<file path="src/rtl/mdio_pkg.sv">
package mdio_pkg;
  // command word bit positions (software-visible encoding)
  localparam int CMD_WR_BIT = 14;
  localparam int CMD_RD_BIT = 13;
  localparam int PHY_LSB    = 8;
  localparam int FLD_W      = 5;

  // frame geometry
  localparam int PRE_LEN   = 32;
  localparam int FRAME_LEN = PRE_LEN + 32;
  localparam int TA_IDX    = PRE_LEN + 14;
  localparam int DATA_IDX  = PRE_LEN + 16;

  typedef enum logic [1:0] {
    OP_WRITE = 2'b01,
    OP_READ  = 2'b10
  } mdio_op_e;

  function automatic logic [FRAME_LEN-1:0] build_frame(
    input mdio_op_e         op,
    input logic [FLD_W-1:0] phy,
    input logic [FLD_W-1:0] regn,
    input logic [15:0]      data
  );
    logic [1:0]  ta;
    logic [15:0] d;
    ta = (op == OP_WRITE) ? 2'b10 : 2'b11;
    d  = (op == OP_WRITE) ? data : 16'hFFFF;
    return {{PRE_LEN{1'b1}}, 2'b01, op, phy, regn, ta, d};
  endfunction
endpackage

</file>
<file path="src/rtl/mdio_mdc_gen.sv">
module mdio_mdc_gen #(
  parameter int DIV_HALF = 4
) (
  input  logic clk,
  input  logic rst,
  input  logic run,
  output logic mdc,
  output logic rise_tick,
  output logic fall_tick
);
  localparam int CW = $clog2(DIV_HALF);

  logic [CW-1:0] cnt;
  logic          term;

  assign term      = run && (cnt == CW'(DIV_HALF - 1));
  assign rise_tick = term && !mdc;
  assign fall_tick = term && mdc;

  always_ff @(posedge clk) begin
    if (rst || !run) begin
      cnt <= '0;
      mdc <= 1'b0;
    end else if (term) begin
      cnt <= '0;
      mdc <= ~mdc;
    end else begin
      cnt <= cnt + CW'(1);
    end
  end


  mdc_idle_low_chk: assert property (@(posedge clk) disable iff (rst)
    !run |=> !mdc);


  mdc_half_period_chk: assert property (@(posedge clk) disable iff (rst)
    (run && $past(run) && !$stable(mdc)) |-> $past(cnt) == CW'(DIV_HALF - 1));
endmodule

</file>
<file path="src/rtl/mdio_frame_eng.sv">
module mdio_frame_eng
  import mdio_pkg::*;
(
  input  logic             clk,
  input  logic             rst,
  input  logic             start,
  input  mdio_op_e         op,
  input  logic [FLD_W-1:0] phy,
  input  logic [FLD_W-1:0] regn,
  input  logic [15:0]      wdata,
  input  logic             mdc,
  input  logic             rise_tick,
  input  logic             fall_tick,
  input  logic             mdio_i,
  output logic             busy,
  output logic             mdio_o,
  output logic             mdio_oe,
  output logic [15:0]      rdata
);
  localparam int IW = $clog2(FRAME_LEN);

  logic [FRAME_LEN-1:0] shreg;
  logic [IW-1:0]        idx;
  logic                 is_read;
  logic [15:0]          rx;
  logic                 last_bit;

  assign mdio_o   = shreg[FRAME_LEN-1];
  assign last_bit = (idx == IW'(FRAME_LEN - 1));

  always_ff @(posedge clk) begin
    if (rst) begin
      busy    <= 1'b0;
      is_read <= 1'b0;
      shreg   <= '0;
      idx     <= '0;
      mdio_oe <= 1'b0;
      rx      <= '0;
      rdata   <= '0;
    end else if (start && !busy) begin
      busy    <= 1'b1;
      is_read <= (op == OP_READ);
      shreg   <= build_frame(op, phy, regn, wdata);
      idx     <= '0;
      mdio_oe <= 1'b1;
    end else if (busy) begin
      if (rise_tick && is_read && idx >= IW'(DATA_IDX))
        rx <= {rx[14:0], mdio_i};
      if (fall_tick) begin
        if (last_bit) begin
          busy    <= 1'b0;
          mdio_oe <= 1'b0;
          if (is_read) rdata <= rx;
        end else begin
          idx   <= idx + IW'(1);
          shreg <= {shreg[FRAME_LEN-2:0], 1'b0};
          if (is_read && idx == IW'(TA_IDX - 1))
            mdio_oe <= 1'b0;
        end
      end
    end
  end


  mdio_hold_hi_chk: assert property (@(posedge clk) disable iff (rst)
    mdc |-> ($stable(mdio_o) && $stable(mdio_oe)));


  frame_len_chk: assert property (@(posedge clk) disable iff (rst)
    $fell(busy) |-> $past(idx) == IW'(FRAME_LEN - 1));


  rdata_keep_chk: assert property (@(posedge clk) disable iff (rst)
    (busy && !is_read) |=> $stable(rdata));
endmodule

</file>
<file path="src/rtl/mdio_ctrl.sv">
module mdio_ctrl
  import mdio_pkg::*;
#(
  parameter int DIV_HALF = 4
) (
  input  logic        clk,
  input  logic        rst,
  input  logic        reg_we,
  input  logic        reg_sel,
  input  logic [15:0] reg_wdata,
  output logic [15:0] cmd_status,
  output logic [15:0] rd_data,
  output logic        mdc,
  input  logic        mdio_i,
  output logic        mdio_o,
  output logic        mdio_oe
);
  logic             busy;
  logic             rise_tick;
  logic             fall_tick;
  logic             cmd_we;
  logic             want_wr;
  logic             want_rd;
  logic             accept;
  mdio_op_e         op_req;
  mdio_op_e         op_q;
  logic [FLD_W-1:0] phy_q;
  logic [FLD_W-1:0] reg_q;
  logic [15:0]      wdata_q;
  logic             unused_bits;

  assign cmd_we  = reg_we && !reg_sel;
  assign want_wr = reg_wdata[CMD_WR_BIT];
  assign want_rd = reg_wdata[CMD_RD_BIT];
  assign accept  = cmd_we && !busy && (want_wr ^ want_rd);
  assign op_req  = want_wr ? OP_WRITE : OP_READ;
  assign unused_bits = ^{reg_wdata[15], reg_wdata[7:5]};

  always_ff @(posedge clk) begin
    if (rst) begin
      op_q    <= OP_WRITE;
      phy_q   <= '0;
      reg_q   <= '0;
      wdata_q <= '0;
    end else begin
      if (reg_we && reg_sel)
        wdata_q <= reg_wdata;
      if (accept) begin
        op_q  <= op_req;
        phy_q <= reg_wdata[PHY_LSB +: FLD_W];
        reg_q <= reg_wdata[FLD_W-1:0];
      end
    end
  end

  always_comb begin
    cmd_status                      = '0;
    cmd_status[CMD_WR_BIT]          = busy && (op_q == OP_WRITE);
    cmd_status[CMD_RD_BIT]          = busy && (op_q == OP_READ);
    cmd_status[PHY_LSB +: FLD_W]    = phy_q;
    cmd_status[FLD_W-1:0]           = reg_q;
  end

  mdio_mdc_gen #(.DIV_HALF(DIV_HALF)) clk_i (
    .clk       (clk),
    .rst       (rst),
    .run       (busy),
    .mdc       (mdc),
    .rise_tick (rise_tick),
    .fall_tick (fall_tick)
  );

  mdio_frame_eng eng_i (
    .clk       (clk),
    .rst       (rst),
    .start     (accept),
    .op        (op_req),
    .phy       (reg_wdata[PHY_LSB +: FLD_W]),
    .regn      (reg_wdata[FLD_W-1:0]),
    .wdata     (wdata_q),
    .mdc       (mdc),
    .rise_tick (rise_tick),
    .fall_tick (fall_tick),
    .mdio_i    (mdio_i),
    .busy      (busy),
    .mdio_o    (mdio_o),
    .mdio_oe   (mdio_oe),
    .rdata     (rd_data)
  );


  busy_onehot_chk: assert property (@(posedge clk) disable iff (rst)
    $onehot0(cmd_status[CMD_WR_BIT:CMD_RD_BIT]));


  busy_ignore_chk: assert property (@(posedge clk) disable iff (rst)
    (busy && cmd_we) |=> ($stable(phy_q) && $stable(reg_q) && $stable(op_q)));


  bad_cmd_chk: assert property (@(posedge clk) disable iff (rst)
    (!busy && cmd_we && (want_wr == want_rd)) |=> !busy);


  start_busy_chk: assert property (@(posedge clk) disable iff (rst)
    accept |=> (cmd_status[CMD_WR_BIT] || cmd_status[CMD_RD_BIT]));
endmodule

</file>
<file path="config.mk">
export PLATFORM = sky130hd
export DESIGN_NAME = mdio_ctrl
export DESIGN_NICKNAME = d
export VERILOG_FILES = /design/src/rtl/mdio_pkg.sv /design/src/rtl/mdio_mdc_gen.sv /design/src/rtl/mdio_frame_eng.sv /design/src/rtl/mdio_ctrl.sv
export SDC_FILE = /design/constraint.sdc
export NUM_CORES = 1
export LEC_CHECK = 0
export ABC_AREA = 0
export BUFFER_PORTS_ARGS = -buffer_cell sky130_fd_sc_hd__clkbuf_2
export CAP_MARGIN = 20
export CORE_MARGIN = 3
export CORE_UTILIZATION = 45
export DETAILED_ROUTE_END_ITERATION = 16
export GPL_TIMING_DRIVEN = 0
export MAX_ROUTING_LAYER = met4
export SKIP_CTS_REPAIR_TIMING = 1
export SYNTH_ARGS = -nofsm -noshare
export SYNTH_HDL_FRONTEND = slang
export SYNTH_SLANG_ARGS = --single-unit
</file>
<file path="constraint.sdc">
create_clock -name clk -period 2.2 [get_ports clk]
set_clock_uncertainty 0.15 [all_clocks]
set_input_delay 0.11 -clock clk [delete_from_list [all_inputs] [get_ports clk]]
set_output_delay 0.11 -clock clk [all_outputs]
set_load 0.02 [all_outputs]
</file>
Yosys cells after proc, flatten, opt, wreduce, memory -nomap -nowiden

Index checks and enable logic that the tools add are counted.

Bits of input ports: 21
Register bits: 136
Output and inout port bits: 35

Order comparisons: 1
Equal/unequal tests: 8
Multiplexer cells: 16
Reductions and logical operators: 27
$add $sub $neg: 2
Bitwise logic cells: 4

Operator list:

| cell                                                            | count |
|---|---|
| 64-bit 2-to-1 mux                                               | 4 |
| 16-bit 2-to-1 mux                                               | 1 |
| 1-bit logical AND                                               | 13 |
| 6-bit == test, second input constant                            | 2 |
| 3-bit AND reduction                                             | 4 |
| 1-bit 2-to-1 mux                                                | 10 |
| 6-bit by 1-bit adder with 6-bit output, second input constant   | 1 |
| 2-bit == test, second input constant                            | 3 |
| 6-bit >= comparator, second input constant                      | 1 |
| 5-bit AND reduction                                             | 1 |
| 2-bit by 1-bit == test with 1-bit output, second input constant | 2 |
| 2-bit nonzero test                                              | 2 |
| 2-bit OR reduction                                              | 2 |
| 1-bit logical NOT                                               | 3 |
| 1-bit NOT                                                       | 3 |
| 3-bit nonzero test                                              | 1 |
| 2-bit by 1-bit adder with 2-bit output, second input constant   | 1 |
| 2-bit 2-to-1 mux                                                | 1 |
| 2-bit inequality test, second input constant                    | 1 |
| 1-bit logical OR                                                | 1 |
| 1-bit bitwise XOR                                               | 1 |

Longest topological paths before layout

Gate-level depths: netlist of the first run.

Word-level depth: 7
Mapped depth: 7
Gate-level depth less buffers: 5

By module

Synthesis of the first run repeated with hierarchy kept, for this count alone.

Cells, all modules: 630
Area, all modules: 5,385.2 um2

Modules (own cells, without submodules):

| module         | cells an instance | area each (um2) | sequential area each (um2) | times used |
|---|---|---|---|---|
| mdio_frame_eng | 481               | 4,147.7         | 2,102.0                    | 1 |
| mdio_ctrl      | 137               | 1,119.8         | 560.5                      | 1 |
| mdio_mdc_gen   | 12                | 117.6           | 60.1                       | 1 |

Worst setup path before layout of the first run

Ideal clock, no wire load.

Path type: reg-to-reg
Start: register eng_i.idx[0]
End: register eng_i.rdata[10]
Arrival: 1,678 ps
Stages on the path, launching flop included: 8
Period minus slack after synthesis: 1,899 ps
Setup time: 72 ps
Slack: 301 ps
Cells stage by stage: dfxtp_1 > ha_1 > and4_1 > nand2_1 > nor4b_4 > buf_6 > buf_12 > mux2i_1

Longest elaborated chain between the ends: 2

Ends and longest elaborated chain:

| what                                 | line                 | source |
|---|---|---|
| from (decl)                          | mdio_frame_eng.sv:23 | `logic [IW-1:0] idx;` |
| from (signal assigned)               | mdio_frame_eng.sv:55 | `idx <= idx + IW'(1);` |
| 6-bit == test                        | mdio_frame_eng.sv:29 | `assign last_bit = (idx == IW'(FRAME_LEN - 1));` |
| 5-bit AND reduction (no source line) | -                    |  |
| to (signal assigned)                 | mdio_frame_eng.sv:53 | `if (is_read) rdata <= rx;` |
| to (decl)                            | mdio_frame_eng.sv:18 | `output logic [15:0] rdata` |

Every way passes these cells.
A chain may end at the register's enable or synchronous reset.

Final worst setup path of the first run

Start: register eng_i.busy
End: output port cmd_status[13]

Longest elaborated chain between the ends: 1

Ends and longest elaborated chain:

| what                   | line                 | source |
|---|---|---|
| from (decl)            | mdio_frame_eng.sv:15 | `output logic busy,` |
| from (signal assigned) | mdio_frame_eng.sv:33 | `busy <= 1'b0;` |
| from (signal assigned) | mdio_frame_eng.sv:41 | `busy <= 1'b1;` |
| from (signal assigned) | mdio_frame_eng.sv:51 | `busy <= 1'b0;` |
| 1-bit logical AND      | mdio_ctrl.sv:59      | `cmd_status[CMD_RD_BIT] = busy && (op_q == OP_READ);` |
| to (decl)              | mdio_ctrl.sv:11      | `output logic [15:0] cmd_status,` |

Every way passes these cells.

==> results of run 1 <==
[routing by layer]
layer  global-route usage  up-vias  part of all wire
li1                     -     2337                 -
met1                0.274     2173              0.48
met2                0.317       92              0.46
met3               0.0480       18             0.049
met5                    -        -                 0
met4               0.0766        0             0.015
[layout by cell type, fill, tap and decap left out, types with 23 or more instances in the layout]
cell,count
a21oi_1,79
clkbuf_1,23
clkbuf_2,56
dfxtp_1,134
mux2i_1,32
nand2_1,74
nand2b_1,48
nor2_1,41
nor3_1,73
[worst max-delay path, delay by kind of cell, from the launching register on]
| kind | cells | cell delay [ns] |
|---|---|---|
| buffers and inverters | 3 | 0.71 |
| AND/OR/NAND/NOR | 1 | 0.24 |
| flip-flops | 1 | 0.42 |
[power by group]
group / internal, W / switching [W]
logic: 0.000151 / 0.000216
clock network: 0.00169 / 0.00103
registers: 0.00256 / 0.0000508
total: 0.00440 / 0.00129
[worst max path at each step]
stage,from,to,slack (ns),cells after the start
floorplan,eng_i.idx[0]$_SDFFE_PP0P_,eng_i.rdata[10]$_SDFFE_PP0P_,0.30,7
global route,clk_i.cnt[0]$_SDFF_PP0_,eng_i.rx[14]$_SDFFE_PP0P_,0.02,7
finish,eng_i.busy$_SDFF_PP0_,cmd_status[13],0.13,4
CTS,eng_i.busy$_SDFF_PP0_,cmd_status[13],-0.22,4
detailed placement,eng_i.idx[0]$_SDFFE_PP0P_,eng_i.shreg[51]$_SDFFE_PP0P_,0.003,6
global placement,eng_i.idx[0]$_SDFFE_PP0P_,eng_i.shreg[60]$_SDFFE_PP0P_,0.06,6
[state kept, by name, indices dropped and copies added (netlist names), 2 cells and up]
register	count
eng_i.shreg	64
wdata_q	16
clk_i.cnt	2
op_q	2
phy_q	5
eng_i.rdata	16
eng_i.rx	16
eng_i.idx	6
reg_q	5
[cells by family after synthesis]
| group | count (synthesis) | share of synthesized area |
|---|---|---|
| xor+xnor | 4 | 0.00646 |
| compound gates | 115 | 0.122 |
| fa+ha+maj | 3 | 0.00692 |
| other cells | 1 | 0.000691 |
| mux | 32 | 0.0590 |
| buf+inv | 61 | 0.0540 |
| simple gates | 273 | 0.249 |
| flops | 136 | 0.502 |
[stage by stage]
step / utilization / cell area, um2 / instances
5_1_grt: 0.572 / 6640 / 869
3_5_place_dp: 0.505 / 5870 / 821
2_1_floorplan: - / 5440 / 628
6_report: 0.572 / 6640 / 869
4_1_cts: 0.554 / 6430 / 852
3_3_place_gp: 0.505 / 5870 / 821
[area by class of cell]
cell class              count  area [um2]
plain buffers              58         294
clock buffers              24         502
clock inverters             7        67.6
fillers                  1087        4970
inverters                   3        11.3
multi-input cells         431        2440
flip-flops and latches    136        2730
well taps                 143         179
repair buffers             67         420
==> results.py, run 1 <==
metrics = {
    "status": {
        "status": "complete, but fails checks",
        "violations": "negative hold slack",
    },
    "job": {
        "drv_cap": 0,
    },
    "grt": {
        "grt_usage": 0.209,
        "overflow": 0,
        "grt_pass1_vias": 4360,
        "grt_pass1_wl_um": 21300,
        "antenna_found_initial": 0,
        "grt_max_degree": 17,
    },
    "floorplanning": {
        "die-area_mm2": 0.0134,
        "die_w_um": 116,
        "fp.dieH_um": 116,
        "initial_core_util": 0.467,
        "core_region_area_mm2": 0.0116,
        "rows": 39,
        "num_io_pins": 56,
    },
    "pwr": {
        "p_per_area_mw_per_mm2": 858,
        "ir_drop_v": 0.000490,
        "power.leakage_nw": 2.50,
        "power_w": 0.00569,
    },
    "clock_tree": {
        "root_buffer": "clkbuf_16",
        "cts_max_path_buffers": 2,
        "clock_latency_ns": 0.42,
        "htree_levels": 4,
        "clk_pin_slew_ns": 0.06,
        "cts_buffers": 17,
        "tritoncts": "built",
        "clkSinkCount": 136,
    },
    "timing": {
        "rsz0062_at_grt": "false",
        "setup_ws_ns": 0.132,
        "hold_viol": 5,
        "final-setup-viol-count": 0,
        "post-route-period-util": 0.940,
        "clock.fmax_ghz": 0.484,
        "tns_ns": 0,
        "relSlewSlack": 0.642,
        "fin_crit_ns": 2.07,
        "worst_slew_pin_slew_ns": 0.537,
        "holdWs_ns": -0.00557,
        "slew_violations": 0,
    },
    "synth": {
        "synth_top_area_share": 0.502,
        "synth_area_per_cell_um2": 8.68,
        "ys_seq_elements": 136,
        "synthFlopType": "dfxtp_1",
        "yosys.area.top_type": "dfxtp_1",
        "synthTopCellsByArea": "dfxtp_1 50%, a21oi_1 7.3%, nor3_1 6.7%, mux2i_1 5.9%, nand2b_1 5.5%",
        "netlist_instances": 625,
        "synth.distinct_cells": 39,
        "ys.warnings.count": 0,
        "synthTopCellsByCount": "136 x dfxtp_1, 79 x a21oi_1, 75 x nand2_1",
        "ys_seq_area_frac": 0.502,
        "async_flop_share": 0,
        "netlist_area_mm2": 0.00543,
        "synth-edff-count": 0,
        "synth_most_common_cell": "dfxtp_1",
    },
    "setup_path": {
        "r2r_setup_slack_ns": 0.21,
        "critPathCaptureType": "primary output",
        "cp_max_fo": 10,
        "required_ns": 1.94,
        "cp_slowest_stage_delay_ns": 0.42,
        "crit_arrival_ns": 1.81,
        "reg2reg_to": "eng_i.rdata[5]$_SDFFE_PP0P_",
        "reg2reg_depth": 7,
        "path_cells": "clkbuf_2 -> clkbuf_2 -> and3b_1 -> clkbuf_2",
        "crit_top_cell": "clkbuf_2",
        "r2r-start": "eng_i.idx[0]$_SDFFE_PP0P_",
        "start_kind": "flop",
        "criticalPathCategory": "flop to primary output",
        "cp_slowest_cell": "dfxtp_1",
    },
    "min_path": {
        "hold_class": "input pin to flop",
        "hold_end": "wdata_q[3]$_SDFFE_PP0P_",
        "whs_path_depth": 4,
        "min_from": "reg_we",
    },
    "drt": {
        "first_pass_iters": 4,
        "wl_per_cell_um": 14.9,
        "wl_um": 12900,
        "drc": 0,
        "detail-route-antenna-nets": 0,
        "drt-vias-per-instance": 5.32,
        "vias": 4620,
        "drtIter0Drc": 315,
    },
    "finish": {
        "drive_above_1_share": 0.160,
        "nets": 738,
        "syn_to_final_growth_pct": 22.4,
        "diodes": 0,
    },
    "place": {
        "place_congestion": 0.872,
        "io_buffers": 50,
        "pre_cts_ws_ns": 0.00343,
        "hpwl_um": 9070,
    },
}
(Power assumes the default switching activity.)
==> run 2, diff against run 1 <==
--- a/config.mk
+++ b/config.mk
@@ -8,11 +8,14 @@
 export ABC_AREA = 0
 export BUFFER_PORTS_ARGS = -buffer_cell sky130_fd_sc_hd__clkbuf_2
 export CAP_MARGIN = 20
+export CELL_PAD_IN_SITES_DETAIL_PLACEMENT = 0
+export CELL_PAD_IN_SITES_GLOBAL_PLACEMENT = 1
 export CORE_MARGIN = 3
-export CORE_UTILIZATION = 45
+export CORE_UTILIZATION = 44
 export DETAILED_ROUTE_END_ITERATION = 16
 export GPL_TIMING_DRIVEN = 0
 export MAX_ROUTING_LAYER = met4
+export PLACE_DENSITY_LB_ADDON = 0.1
 export SKIP_CTS_REPAIR_TIMING = 1
 export SYNTH_ARGS = -nofsm -noshare
 export SYNTH_HDL_FRONTEND = slang
==> run 2 against run 1 <==
The flow still finishes with violations (negative hold slack). Count of clock-buffer cells in the layout did not move. Cell count fell by 0.23%. Total power fell by 4.6%. Critical endpoint is now eng_i.rdata[7]$_SDFFE_PP0P_.
==> results.py, run 2 (synthesis gave the netlist of run 1 again) <==
metrics = {
    "drt": {
        "drc": 0,
        "wl_met3_um": 570,
        "wl_per_cell_um": 15.1,
        "wl_met1_um": 6390,
        "detail-route-antenna-nets": 0,
        "first_pass_iters": 4,
        "drtIter0Drc": 353,
        "drt-vias-per-instance": 5.35,
        "wl_um": 13100,
        "vias": 4637,
        "wl_met2_um": 5950,
        "highest_layer": "met4",
    },
    "grt": {
        "grt_usage": 0.208,
        "overflow": 0,
        "antenna_found_initial": 0,
        "grt_pass1_wl_um": 21300,
        "grt_max_degree": 17,
        "grt_pass1_vias": 4214,
    },
    "status": {
        "status": "complete, but fails checks",
        "violations": "negative hold slack",
    },
    "setup_path": {
        "crit_arrival_ns": 2.21,
        "crit_family": "simple AND/OR/NAND/NOR gates",
        "path_cells": "ha_4 -> and4_1 -> nand2_1 -> nor4b_4 -> buf_6 -> buf_12 -> mux2i_1",
        "required_ns": 2.38,
        "cp_slowest_stage_delay_ns": 0.39,
        "cp_slowest_cell": "dfxtp_2",
        "cp_max_fo": 10,
        "critPathCaptureType": "flop",
        "cp_num_buf_inv": 2,
        "criticalPathCategory": "flop to flop",
        "start_kind": "flop",
    },
    "pwr": {
        "power_w": 0.00543,
        "ir_drop_v": 0.000545,
        "power.leakage_nw": 2.47,
        "p_per_area_mw_per_mm2": 828,
    },
    "finish": {
        "syn_to_final_growth_pct": 21.0,
        "drive_above_1_share": 0.153,
        "top_register": "eng_i.shreg",
        "largest_reg_flops": 64,
        "nets": 738,
        "final_cell_mix": "134 x dfxtp_1, 78 x a21oi_1, 74 x nand2_1",
        "diodes": 0,
        "final_common_cell": "dfxtp_1",
    },
    "clock_tree": {
        "cts_buffers": 17,
        "clock_latency_ns": 0.42,
        "htree_levels": 4,
        "cts_max_path_buffers": 2,
        "clkSinkCount": 136,
        "clk_pin_slew_ns": 0.05,
        "tritoncts": "built",
        "root_buffer": "clkbuf_16",
    },
    "timing": {
        "worst_slew_pin_slew_ns": 0.611,
        "post-route-period-util": 0.923,
        "slew_violations": 0,
        "fin_crit_ns": 2.03,
        "final-setup-viol-count": 0,
        "holdWs_ns": -0.000571,
        "setup_ws_ns": 0.170,
        "rsz0062_at_grt": "false",
        "clock.fmax_ghz": 0.493,
        "hold_viol": 1,
        "relSlewSlack": 0.592,
    },
    "floorplanning": {
        "initial_core_util": 0.463,
        "die_w_um": 117,
        "die-area_mm2": 0.0137,
        "core_region_area_mm2": 0.0117,
        "num_io_pins": 56,
        "fp.dieH_um": 117,
        "rows": 39,
    },
    "place": {
        "io_buffers": 50,
        "hpwl_um": 9120,
        "pre_cts_ws_ns": -0.0418,
        "place_congestion": 0.829,
    },
    "job": {
        "drv_cap": 0,
    },
    "min_path": {
        "hold_class": "input pin to flop",
    },
}
run 2: path summary, 6_finish.rpt:
check | start | to | slack (ns) | depth (start not counted)
worst min-delay path | reg_we | wdata_q[0]$_SDFFE_PP0P_ | -0.0006 | 4
worst min register to register | clk_i.cnt[0]$_SDFF_PP0_ | clk_i.cnt[0]$_SDFF_PP0_ | 0.29 | 1
worst max register to register | eng_i.idx[0]$_SDFFE_PP0P_ | eng_i.rdata[7]$_SDFFE_PP0P_ | 0.17 | 7
worst max-delay path | eng_i.idx[0]$_SDFFE_PP0P_ | eng_i.rdata[7]$_SDFFE_PP0P_ | 0.17 | 7
run 2: area by class of cell:
class,instances,area (um2)
plain buffers,58,290
clock buffers,24,472
clock inverters,5,25.0
fillers,1114,5140
inverters,3,11.3
multi-input cells,431,2440
flip-flops and latches,136,2730
well taps,143,179
repair buffers,67,420
run 2: metal layers:
| metal | vias up | GRT usage |
|---|---|---|
| li1 | 2345 | - |
| met1 | 2171 | 0.274 |
| met2 | 104 | 0.306 |
| met3 | 17 | 0.0586 |
| met4 | 0 | 0.0726 |
| met5 | - | - |
run 2: worst register-to-register path, stage by stage (launching register included):
cell and delay, ns:
dfxtp_2 0.39, ha_4 0.18, and4_1 0.27, nand2_1 0.13
nor4b_4 0.29, buf_6 0.19, buf_12 0.15, mux2i_1 0.20
run 2: where the power goes:
group	leakage, nW	total, W	switching, W	internal, W
logic	1.12	0.000370	0.000219	0.000151
registers	1.11	0.00261	0.0000511	0.00256
clock network	0.249	0.00245	0.000986	0.00147
run 2: stage by stage:
| stage | cell area [um2] | hold WS, ns | std cells | util | setup TNS, ns |
|---|---|---|---|---|---|
| floorplan | 5440 | 0.0960 | 628 | - | 0 |
| global placement | 5870 | 0.185 | 821 | 0.501 | -0.898 |
| detailed placement | 5870 | 0.193 | 821 | 0.501 | -0.121 |
| CTS | 6360 | -0.251 | 850 | 0.543 | -1.33 |
| global route | 6570 | 0.0390 | 867 | 0.561 | 0 |
| finish | 6570 | -0.000571 | 867 | 0.561 | 0 |
==> run 3, diff against run 2 <==
==> constraint.sdc (replaced) <==
create_clock -name clk -period 2.2 [get_ports clk]
set_clock_uncertainty 0.15 [all_clocks]
set_input_delay 0.22 -clock clk [delete_from_list [all_inputs] [get_ports clk]]
set_output_delay 0.22 -clock clk [all_outputs]
set_load 0.02 [all_outputs]
==> run 3 against run 2 <==
The run now ends clean. Non-clock buffer count unchanged. Hold slack improved by 0.11 ns. Total power about the same. Count of clock-buffer cells in the layout unchanged. Via count increased by 0.17%. Critical endpoint unchanged. Largest cell class unchanged. Largest power group unchanged.
==> results.py, run 3 (synthesis gave the netlist of run 1 again) <==
metrics = {
    "finish": {
        "final_cell_mix": "134 x dfxtp_1, 78 x a21oi_1, 74 x nand2_1",
        "nets": 738,
        "layout.cells.non_filler": 867,
        "drive_above_1_share": 0.153,
        "largest_reg_flops": 64,
        "top_register": "eng_i.shreg",
        "final_common_cell": "dfxtp_1",
        "diodes": 0,
        "syn_to_final_growth_pct": 21.1,
    },
    "drt": {
        "vias": 4645,
        "first_pass_iters": 6,
        "wl_um": 13100,
        "drt-vias-per-instance": 5.36,
        "drc": 0,
        "detail-route-antenna-nets": 0,
        "drtIter0Drc": 351,
        "wl_per_cell_um": 15.1,
    },
    "pwr": {
        "power_frac_seq": 0.480,
        "power.leakage_nw": 2.47,
        "p_per_area_mw_per_mm2": 827,
        "switching_share": 0.231,
        "power_w": 0.00543,
        "clockPowerShare": 0.451,
        "power_switching_w": 0.00125,
        "intPower_w": 0.00418,
        "ir_drop_v": 0.000545,
        "combPwrFrac": 0.068,
    },
    "place": {
        "placed_cells": 821,
        "hpwl_um": 9120,
        "io_buffers": 50,
        "place_congestion": 0.829,
        "pre_cts_ws_ns": -0.0418,
    },
    "grt": {
        "grt_pass1_wl_um": 21300,
        "grt_pass1_vias": 4214,
        "overflow": 0,
        "antenna_found_initial": 0,
        "grt_usage": 0.208,
        "grt_max_degree": 17,
    },
    "min_path": {
        "min_from": "reg_we",
        "hold_class": "input pin to flop",
    },
    "setup_path": {
        "cp_num_buf_inv": 5,
        "required_ns": 2.38,
        "critPathCaptureType": "flop",
        "crit_arrival_ns": 2.27,
        "cp_slowest_stage_delay_ns": 0.54,
        "crit_start": "reg_wdata[14]",
        "cp_max_fo": 10,
        "crit_family": "buffers and inverters",
        "start_kind": "input pin",
        "path_cells": "dlygate4sd3_1 -> clkbuf_2 -> xor2_1 -> and2_1 -> buf_2 -> nor4b_4 -> buf_6 -> buf_12 -> mux2i_1",
        "criticalPathCategory": "input pin to flop",
        "r2r-start": "eng_i.idx[0]$_SDFFE_PP0P_",
        "cp_slowest_cell": "dlygate4sd3_1",
    },
    "timing": {
        "post-route-period-util": 0.947,
        "relSlewSlack": 0.599,
        "worst_slew_pin_slew_ns": 0.602,
        "fin_crit_ns": 2.08,
        "hold_viol": 0,
        "tns_ns": 0,
        "setup_ws_ns": 0.116,
        "rsz0062_at_grt": "false",
        "clock.fmax_ghz": 0.480,
        "final-setup-viol-count": 0,
        "holdWs_ns": 0.109,
        "slew_violations": 0,
    },
    "floorplanning": {
        "rows": 39,
        "fp.dieH_um": 117,
        "num_io_pins": 56,
        "core_region_area_mm2": 0.0117,
        "die-area_mm2": 0.0137,
        "initial_core_util": 0.463,
        "die_w_um": 117,
    },
    "clock_tree": {
        "clkSinkCount": 136,
        "cts_max_path_buffers": 2,
        "htree_levels": 4,
        "clock_latency_ns": 0.42,
        "cts_buffers": 17,
        "root_buffer": "clkbuf_16",
        "tritoncts": "built",
        "clk_pin_slew_ns": 0.05,
    },
    "status": {
        "status": "complete, no violations",
    },
    "job": {
        "drv_cap": 0,
    },
}
run 3: cell counts in the layout (fill, tap and decap cells not counted):
Identical to the previous run, type by type.
run 3: layout make-up:
cell class / count / area [um2]
fillers: 1113 / 5140
flip-flops and latches: 136 / 2730
multi-input cells: 431 / 2440
plain buffers: 58 / 295
clock inverters: 5 / 25.0
inverters: 3 / 11.3
repair buffers: 67 / 420
clock buffers: 24 / 472
well taps: 143 / 179
run 3: routing by layer:
layer | GRT usage | part of all wire | vias up
met5 | - | 0 | -
met4 | 0.0726 | 0.015 | 0
met3 | 0.0586 | 0.044 | 15
met2 | 0.306 | 0.45 | 117
met1 | 0.274 | 0.49 | 2168
li1 | - | - | 2345
run 3: final timing paths:
| kind | to | cells after the start | slack, ns |
|---|---|---|---|
| worst max-delay path | eng_i.rdata[7]$_SDFFE_PP0P_ | 9 | 0.12 |
| worst min register to register | clk_i.cnt[0]$_SDFF_PP0_ | 1 | 0.29 |
| worst min-delay path | wdata_q[0]$_SDFFE_PP0P_ | 4 | 0.11 |
| worst max register to register | eng_i.rdata[7]$_SDFFE_PP0P_ | 7 | 0.16 |
run 3: worst min-delay path: cells and delay by family:
family	cells	cell delay, ns
buffers and inverters	1	0.10
AO/OA/AOI/OAI	1	0.05
AND/OR/NAND/NOR	2	0.26
run 3: metrics by stage:
step	utilization	cell area [um2]
floorplan	-	5440
global placement	0.501	5870
detailed placement	0.501	5870
CTS	0.543	6360
global route	0.561	6570
finish	0.561	6570
run 3: power groups by stage:
stage	logic, W	clock network (W)	registers (W)
floorplan	0.000233	0	0.00266
global placement	0.000337	0	0.00266
detailed placement	0.000344	0	0.00266
CTS	0.000346	0.00249	0.00261
global route	0.000411	0.00262	0.00262
finish	0.000371	0.00245	0.00261
